--- config.mk ---
export PLATFORM = sky130hd
export DESIGN_NAME = kspa_adder
export DESIGN_NICKNAME = d
export VERILOG_FILES = /design/src/rtl/kspa_pkg.sv /design/src/rtl/kspa_gp_cell.sv /design/src/rtl/kspa_prefix_level.sv /design/src/rtl/kspa_sum_layer.sv /design/src/rtl/kspa_adder.sv
export SDC_FILE = /design/constraint.sdc
export NUM_CORES = 1
export LEC_CHECK = 0
export BUFFER_PORTS_ARGS = -buffer_cell sky130_fd_sc_hd__buf_2
export CAP_MARGIN = 20
export CORE_MARGIN = 3
export CORE_UTILIZATION = 44
export DETAILED_ROUTE_END_ITERATION = 16
export PLACE_DENSITY_LB_ADDON = 0.12
export RECOVER_POWER = 25
export SLEW_MARGIN = 20
export SYNTH_ARGS = -nofsm -noshare
export SYNTH_HDL_FRONTEND = slang
export SYNTH_SLANG_ARGS = --single-unit
--- constraint.sdc ---
create_clock -name vclk -period 1.9
set_clock_uncertainty 0.15 [all_clocks]
set_input_delay 0.095 -clock vclk [all_inputs]
set_output_delay 0.095 -clock vclk [all_outputs]
set_load 0.02 [all_outputs]
--- src/rtl/kspa_pkg.sv ---
package kspa_pkg;

    // Number of span-doubling levels: ceil(log2(w)), 0 for w <= 1.
    function automatic int kspa_levels(input int w);
        int lv;
        lv = 0;
        while ((1 << lv) < w) begin
            lv = lv + 1;
        end
        return lv;
    endfunction

endpackage

--- src/rtl/kspa_gp_cell.sv ---
module kspa_gp_cell (
    input  logic a_i,
    input  logic b_i,
    output logic gen_o,
    output logic prop_o
);
    assign gen_o  = a_i & b_i;
    assign prop_o = a_i ^ b_i;
endmodule

--- src/rtl/kspa_prefix_level.sv ---
module kspa_prefix_level #(
    parameter int W    = 8,
    parameter int SPAN = 1,
    parameter bit LAST = 1'b0
) (
    input  logic [W-1:0] g_in,
    input  logic [W-1:0] p_in,
    output logic [W-1:0] g_out,
    output logic [W-1:0] p_out
);
    for (genvar i = 0; i < W; i++) begin : g_pos
        if (i < SPAN) begin : g_pass
            assign g_out[i] = g_in[i];
            if (LAST) begin : g_nop
                assign p_out[i] = 1'b0;
            end else begin : g_keep
                assign p_out[i] = p_in[i];
            end
        end else begin : g_comb
            assign g_out[i] = g_in[i] | (p_in[i] & g_in[i-SPAN]);
            if (LAST) begin : g_nop
                assign p_out[i] = 1'b0;
            end else begin : g_grp
                assign p_out[i] = p_in[i] & p_in[i-SPAN];
            end
        end
    end

    if (LAST) begin : g_sink
        logic p_low_unused;
        assign p_low_unused = ^p_in[SPAN-1:0];
    end
endmodule

--- src/rtl/kspa_sum_layer.sv ---
module kspa_sum_layer #(
    parameter int W = 8
) (
    input  logic [W-1:0] p_bit,
    input  logic [W-1:0] g_grp,
    output logic [W-1:0] sum
);
    assign sum[0] = p_bit[0];
    for (genvar i = 1; i < W; i++) begin : g_sum
        assign sum[i] = p_bit[i] ^ g_grp[i-1];
    end

    logic cout_unused;
    assign cout_unused = g_grp[W-1];
endmodule

--- src/rtl/kspa_adder.sv ---
module kspa_adder #(
    parameter int W = 32
) (
    input  logic [((W < 1) ? 1 : W)-1:0] a,
    input  logic [((W < 1) ? 1 : W)-1:0] b,
    output logic [((W < 1) ? 1 : W)-1:0] y
);
    localparam int LEVELS = kspa_pkg::kspa_levels(W);

    if (W == 0) begin : g_empty
        logic in_unused;
        assign in_unused = a[0] ^ b[0];
        assign y = '0;
    end else if (W == 1) begin : g_single
        assign y = a ^ b;
    end else begin : g_tree
        logic [W-1:0] g_lvl [0:LEVELS];
        logic [W-1:0] p_lvl [0:LEVELS];

        for (genvar i = 0; i < W; i++) begin : g_bit
            kspa_gp_cell u_gp (
                .a_i   (a[i]),
                .b_i   (b[i]),
                .gen_o (g_lvl[0][i]),
                .prop_o(p_lvl[0][i])
            );
        end

        for (genvar k = 1; k <= LEVELS; k++) begin : g_level
            kspa_prefix_level #(
                .W   (W),
                .SPAN(1 << (k - 1)),
                .LAST(k == LEVELS)
            ) u_lvl (
                .g_in (g_lvl[k-1]),
                .p_in (p_lvl[k-1]),
                .g_out(g_lvl[k]),
                .p_out(p_lvl[k])
            );
        end

        logic p_top_unused;
        assign p_top_unused = ^p_lvl[LEVELS];

        kspa_sum_layer #(.W(W)) u_sum (
            .p_bit(p_lvl[0]),
            .g_grp(g_lvl[LEVELS]),
            .sum  (y)
        );
    end
endmodule

==> results of run 1 <==
[through the flow]
stage | hold WS (ns) | util | cell area, um^2 | setup TNS (ns)
floorplan | 0.255 | - | 2160 | -1.34
global placement | 0.394 | 0.825 | 3400 | -9.01
detailed placement | 0.398 | 0.825 | 3400 | -9.73
CTS | 0.368 | 0.926 | 3810 | -7.72
[kinds of logic after synthesis]
| group | count (synthesis) | synth area share |
|---|---|---|
| AOI/OAI and AO/OA | 109 | 0.400 |
| and+or+nand+nor | 84 | 0.231 |
| adders and majority gates | 32 | 0.211 |
| xor gates and xnor gates | 26 | 0.118 |
| buffers and inverters | 15 | 0.0337 |
| muxes | 1 | 0.00583 |
[repair_timing]
action	in CTS
resized for setup	71
endpoints found under the hold margin	0
buffers inserted	7
endpoints found under the setup margin	25
pin swaps	39
==> out/metrics.cfg, run 1 <==
[floorplan]
initial_core_util = 0.469
die_height_um = 72.2
rows = 23
die_w_um = 72.2
io_pins = 96

[logic_synthesis]
yosysUniqueCellTypes = 54
yosys_warnings = 0
syn_area_um2 = 1930
syn_avg_cell_area_um2 = 7.23
yosysSeqAreaShare = 0
syn-num-nets = 363
synth_top_area_share = 0.201
ys_top_cells_by_area = ha_1 (20%), xnor2_1 (8.6%), a21oi_1 (7.3%)
synthTopCellsByCount = ha_1 (31), a21oi_1 (28), nand2_1 (26)
syn_inst = 267
synth_area_leader_cell = ha_1
synth.most_common_cell = ha_1

[clocking]
cts_hold_buf = 0

[status]
haltStage = 5_1_grt
tool.error = [ERROR DPL-0038] Utilization greater than 100%, impossible to legalize
outcome = stopped before the end

[placement]
routabilityCongestion = 0.964
dpl_worst_slack_ns = -0.527
dpl.hpwl_um = 6090
port_buffers = 96
place_inst = 503

[global_routing]
grt_max_degree = 8

[sta]
worst_path_end_type = primary output
grt-worst-endpoint = y[26]

==> inputs of run 2 (changes only) <==
--- a/config.mk
+++ b/config.mk
@@ -8,9 +8,9 @@
 export BUFFER_PORTS_ARGS = -buffer_cell sky130_fd_sc_hd__buf_2
 export CAP_MARGIN = 20
 export CORE_MARGIN = 3
-export CORE_UTILIZATION = 44
+export CORE_UTILIZATION = 33
 export DETAILED_ROUTE_END_ITERATION = 16
-export PLACE_DENSITY_LB_ADDON = 0.12
+export PLACE_DENSITY_LB_ADDON = 0.15
 export RECOVER_POWER = 25
 export SLEW_MARGIN = 20
 export SYNTH_ARGS = -nofsm -noshare
==> constraint.sdc (replaced) <==
create_clock -name vclk -period 2.5
set_clock_uncertainty 0.15 [all_clocks]
set_input_delay 0.125 -clock vclk [all_inputs]
set_output_delay 0.125 -clock vclk [all_outputs]
set_load 0.02 [all_outputs]
==> run 2 against run 1 <==
Against the previous run: the flow now finishes without violations; synthesized area is the same; synthesized cell count stayed put.
==> out/metrics.cfg, run 2 <==
[detailed_routing]
wire_per_inst_um = 13.4
drtPass1Iterations = 4
antenna_left = 0
vias = 2365
drt_iter0_markers = 103
avgViaCountPerCell = 5.36
routed_wl_um = 5890
drc_errors = 0

[clocking]
cts_hold_buf = 0  ; unchanged
post_cts_buffers = 0  ; was 7

[placement]
place_inst = 441  ; was 503
port_buffers = 96  ; unchanged
dpl.hpwl_um = 5170  ; was 6090 um
routabilityCongestion = 0.832  ; was 0.964

[finish]
final_common_cell = buf_2
layout-drive-gt1-share = 0.350
nClkBuffers = 0
fillers = 589
layout_common_cells = buf_2 (86), ha_1 (30), a21oi_1 (28)
register_area_um2 = 0
final-instance-count-excl-fill = 441
seq_cells = 0
syn_to_final_growth_pct = 35.4
postLayoutCoreUtil = 0.469
antenna_cells = 0
multi_input_area_um2 = 1910
final_nets = 467

[sta]
tightest_slew_ns = 0.488
grt_setup_unrepaired = yes
drv_slew = 0
fmax_mhz = 409
maxSlewHeadroom = 0.672
min_period_ns = 2.44
finalHoldViolCount = 0
post-route-period-util = 0.977
setup_viol = 0

[setup_path]
worstSetupEndpointType = output pin
endpoint = y[30]
required_ns = 2.23
path_class = in2out
crit_start = b[0]
cp.arrival_ns = 2.17
start_kind = primary input
critPathMaxFanout = 4

[logic_synthesis]
ys_top_cells_by_area = ha_1 (20%), xnor2_1 (8.6%), a21oi_1 (7.3%)  ; unchanged
synth.most_common_cell = ha_1  ; unchanged
yosysUniqueCellTypes = 54  ; unchanged
synthTopCellsByCount = ha_1 (31), a21oi_1 (28), nand2_1 (26)  ; unchanged
syn_area_um2 = 1930  ; unchanged
synth_area_leader_cell = ha_1  ; unchanged
syn-num-nets = 363  ; unchanged
syn_avg_cell_area_um2 = 7.23  ; unchanged
yosysSeqAreaShare = 0  ; unchanged
syn_inst = 267  ; unchanged
synth_top_area_share = 0.201  ; unchanged
yosys_warnings = 0  ; unchanged

[pwr]
power_density_nw_per_um2 = 336
p_leak_uw = 0.00124
peakVddDrop_uv = 149

[worst_hold_path]
min_path_type = in2out
holdPathStages = 3

[floorplan]
rows = 27  ; was 23
die_w_um = 82.5  ; was 72.2 um
die_height_um = 82.5  ; was 72.2 um
die_area_um2 = 6800
core_area_um2 = 5570
io_pins = 96  ; unchanged
initial_core_util = 0.346  ; was 0.469

[global_routing]
first_global_vias = 2045
grt_max_degree = 10
grt_pass1_wl_um = 9260
gr-total-overflow = 0
antenna_found_initial = 0
grt_use_total = 0.165

[status]
outcome = completed  ; was stopped before the end

[run]
maxCapViolCount = 0

## run 2: cell families after synthesis
| logic type | after synthesis | synth area share |
|---|---|---|
| buffers and inverters | 15 | 0.0337 |
| and+or+nand+nor | 84 | 0.231 |
| xor gates and xnor gates | 26 | 0.118 |
| muxes | 1 | 0.00583 |
| AOI/OAI and AO/OA | 109 | 0.400 |
| adders and majority gates | 32 | 0.211 |
## run 2: area by class of cell
cell class | instances | area share
well taps | 72 | 0.0345
repair buffers | 110 | 0.226
inverters | 7 | 0.0101
multi-input cells | 252 | 0.729
## run 2: how the worst min path moves through the flow
stage	start	endpoint	slack, ns
floorplan	b[0]	y[0]	0.32
global placement	b[0]	y[0]	0.43
detailed placement	b[0]	y[0]	0.43
CTS	b[0]	y[0]	0.43
global route	a[0]	y[0]	0.52
finish	a[0]	y[0]	0.49
## run 2: power by group
group,switching [uW],internal [uW],total (uW)
Sequential,0,0,0
Clock,0,0,0
Combinational,520,358,879
Total,520,358,879
## run 2: repair_timing
action / 4_1_cts / 5_1_grt
resized for setup: 2 / 9
endpoints found under the hold margin: 0 / 0
pin swaps: 3 / 15
setup endpoints to repair: 8 / 15
## run 2: metal layers
metal / GRT usage / part of all wire
met4: 0.00332 / 0.0017
met2: 0.269 / 0.43
met5: 0 / 0
met1: 0.254 / 0.51
met3: 0.00325 / 0.065
## run 2: worst max-delay path, cell delays in order
cell	delay (ns)
buf_6	0.10
ha_4	0.15
fa_2	0.36
a21o_1	0.22
a221oi_4	0.31
nor2_2	0.09
o21ai_4	0.22
a31oi_1	0.12
a311oi_1	0.26
buf_2	0.21
## run 2: metrics by stage
step / setup WS (ns) / hold WS [ns] / area (um^2) / setup TNS [ns] / power, uW
finish: 0.0567 / 0.492 / 2610 / 0 / 879
global route: -0.0398 / 0.516 / 2610 / -0.0634 / 970
CTS: 0.00595 / 0.431 / 2580 / 0 / 876
detailed placement: -0.0703 / 0.431 / 2570 / -0.274 / 871
global placement: -0.0438 / 0.428 / 2570 / -0.158 / 868
floorplan: 0.00968 / 0.319 / 1930 / 0 / 602
Note: power is estimated with default switching activity, not from simulation.
==> inputs of run 3 (changes only) <==
--- a/config.mk
+++ b/config.mk
@@ -10,7 +10,6 @@
 export CORE_MARGIN = 3
 export CORE_UTILIZATION = 33
 export DETAILED_ROUTE_END_ITERATION = 16
-export PLACE_DENSITY_LB_ADDON = 0.15
 export RECOVER_POWER = 25
 export SLEW_MARGIN = 20
 export SYNTH_ARGS = -nofsm -noshare
==> run 3 against run 2 <==
Against the previous run: global-route usage grew 1.0 points; largest power group unchanged; non-clock buffer count grew 6; critical path type unchanged; final area grew 1.9%.
==> out/metrics.cfg, run 3 (synthesized netlist as in run 2, its figures left out) <==
[sta]
finalHoldViolCount = 0  ; unchanged
tightest_slew_ns = 0.457  ; was 0.488 ns
min_period_ns = 2.42  ; was 2.44 ns
post-route-period-util = 0.969  ; was 0.977
setup_viol = 0  ; unchanged
hold_slack_ns = 0.509  ; was 0.492 ns
maxSlewHeadroom = 0.693  ; was 0.672
grt_setup_unrepaired = yes  ; unchanged
fmax_mhz = 413  ; was 409 MHz
drv_slew = 0  ; unchanged

[finish]
syn_to_final_growth_pct = 37.9  ; was 35.4%
postLayoutCoreUtil = 0.478  ; was 0.469
layout_common_cells = buf_2 (86), ha_1 (30), a21oi_1 (27)  ; was buf_2 (86), ha_1 (30), a21oi_1 (28)
seq_cells = 0  ; unchanged
layout-drive-gt1-share = 0.363  ; was 0.350
final_nets = 473  ; was 467
final_common_cell = buf_2  ; unchanged
multi_input_area_um2 = 1910  ; about the same
nClkBuffers = 0  ; unchanged
register_area_um2 = 0  ; unchanged
antenna_cells = 0  ; unchanged
fillers = 594  ; was 589

[setup_path]
slowest_delay_ns = 0.36  ; about the same
start_kind = primary input  ; unchanged
path_class = in2out  ; unchanged
worstSetupEndpointType = output pin  ; unchanged
slowest_stage = fa_2  ; unchanged
path_buf_inv = 2  ; unchanged
cp.arrival_ns = 2.15  ; was 2.17 ns
worst_path_dominant_cell_family = compound AO/OA/AOI/OAI gates  ; unchanged
critPathMaxFanout = 4  ; unchanged
required_ns = 2.23  ; about the same
crit_chain = buf_6 -> ha_4 -> fa_2 -> a21o_1 -> a221oi_4 -> nor2_2 -> or2_4 -> a311oi_2 -> o21ai_1 -> buf_4  ; was buf_6 -> ha_4 -> fa_2 -> a21o_1 -> a221oi_4 -> nor2_2 -> o21ai_4 -> a31oi_1 -> a311oi_1 -> buf_2

[pwr]
peakVddDrop_uv = 153  ; was 149 uV
power_frac_seq = 0  ; about the same
p_leak_uw = 0.00127  ; was 0.00124 uW
power_density_nw_per_um2 = 336  ; about the same
swShare = 0.590  ; was 0.592
p_comb_frac = 1.000  ; about the same
power.switching_uw = 529  ; was 520 uW
clkPwrFrac = 0  ; about the same
p_int_uw = 367  ; was 358 uW

[floorplan]
io_pins = 96  ; unchanged
rows = 27  ; unchanged
core_area_um2 = 5570  ; unchanged
die_height_um = 82.5  ; unchanged
die_w_um = 82.5  ; unchanged
initial_core_util = 0.346  ; unchanged
die_area_um2 = 6800  ; unchanged

[global_routing]
grt_use_total = 0.176  ; was 0.165
antenna_found_initial = 0  ; unchanged
first_global_vias = 2155  ; was 2,045
grt_pass1_wl_um = 9850  ; was 9260 um
gr-total-overflow = 0  ; unchanged
grt_max_degree = 10  ; unchanged

[run]
maxCapViolCount = 0  ; unchanged

[detailed_routing]
avgViaCountPerCell = 5.37  ; was 5.36
antenna_left = 0  ; unchanged
drtPass1Iterations = 4  ; unchanged
routed_wl_um = 6140  ; was 5890 um
wire_per_inst_um = 13.7  ; was 13.4 um
vias = 2401  ; was 2,365
drt_iter0_markers = 130  ; was 103
drc_errors = 0  ; unchanged

[status]
outcome = completed  ; unchanged

[placement]
routabilityCongestion = 0.828  ; was 0.832
dpl.hpwl_um = 5290  ; was 5170 um
port_buffers = 96  ; unchanged

[clocking]
cts_hold_buf = 0  ; unchanged

[worst_hold_path]
min_path_type = in2out  ; unchanged

## run 3: cell count changes in the layout (fill, tap and decap cells not counted), sizes merged
cell  before  now
buf      103  109
## run 3: final cells by class
class,count,area share
Multi-Input combinational cell,252,0.717
Timing Repair Buffer,116,0.239
Inverter,7,0.00987
Tap cell,72,0.0338
## run 3: final timing paths
check                 start    end  slack, ns  depth (start not counted)
worst max-delay path   b[0]  y[28]       0.08                         10
worst min-delay path   a[0]   y[0]       0.51                          3
## run 3: layer usage
| layer | up-vias | GRT usage | share of wire | wire length (um) |
|---|---|---|---|---|
| met2 | 51 | 0.295 | 0.47 | 2860 |
| met1 | 1092 | 0.264 | 0.49 | 2990 |
| met5 | - | 0 | 0 | 0 |
| li1 | 1258 | - | - | - |
| met4 | 0 | 0 | 0 | 0 |
| met3 | 0 | 0.00325 | 0.047 | 289 |
## run 3: power by group through the flow
| stage | Sequential, uW | Clock (uW) | Combinational [uW] |
|---|---|---|---|
| global placement | 0 | 0 | 874 |
| detailed placement | 0 | 0 | 879 |
| finish | 0 | 0 | 895 |
| global route | 0 | 0 | 987 |
| CTS | 0 | 0 | 885 |
| floorplan | 0 | 0 | 602 |
## run 3: what timing repair did
action | in CTS | in global routing
gates resized for setup | 2 | 9
buffers inserted | 0 | 2
pin swaps | 2 | 9
endpoints found under the setup margin | 6 | 14
## run 3: per-stage QoR
| stage | setup WS, ns | cells | total power (uW) | setup TNS (ns) | instance area (um^2) |
|---|---|---|---|---|---|
| finish | 0.0771 | 447 | 895 | 0 | 2660 |
| global route | -0.0468 | 447 | 987 | -0.0622 | 2660 |
| CTS | 0.00747 | 445 | 885 | 0 | 2610 |
| floorplan | 0.00968 | 267 | 602 | 0 | 1930 |
| global placement | -0.0669 | 445 | 874 | -0.143 | 2600 |
| detailed placement | -0.0799 | 445 | 879 | -0.204 | 2600 |
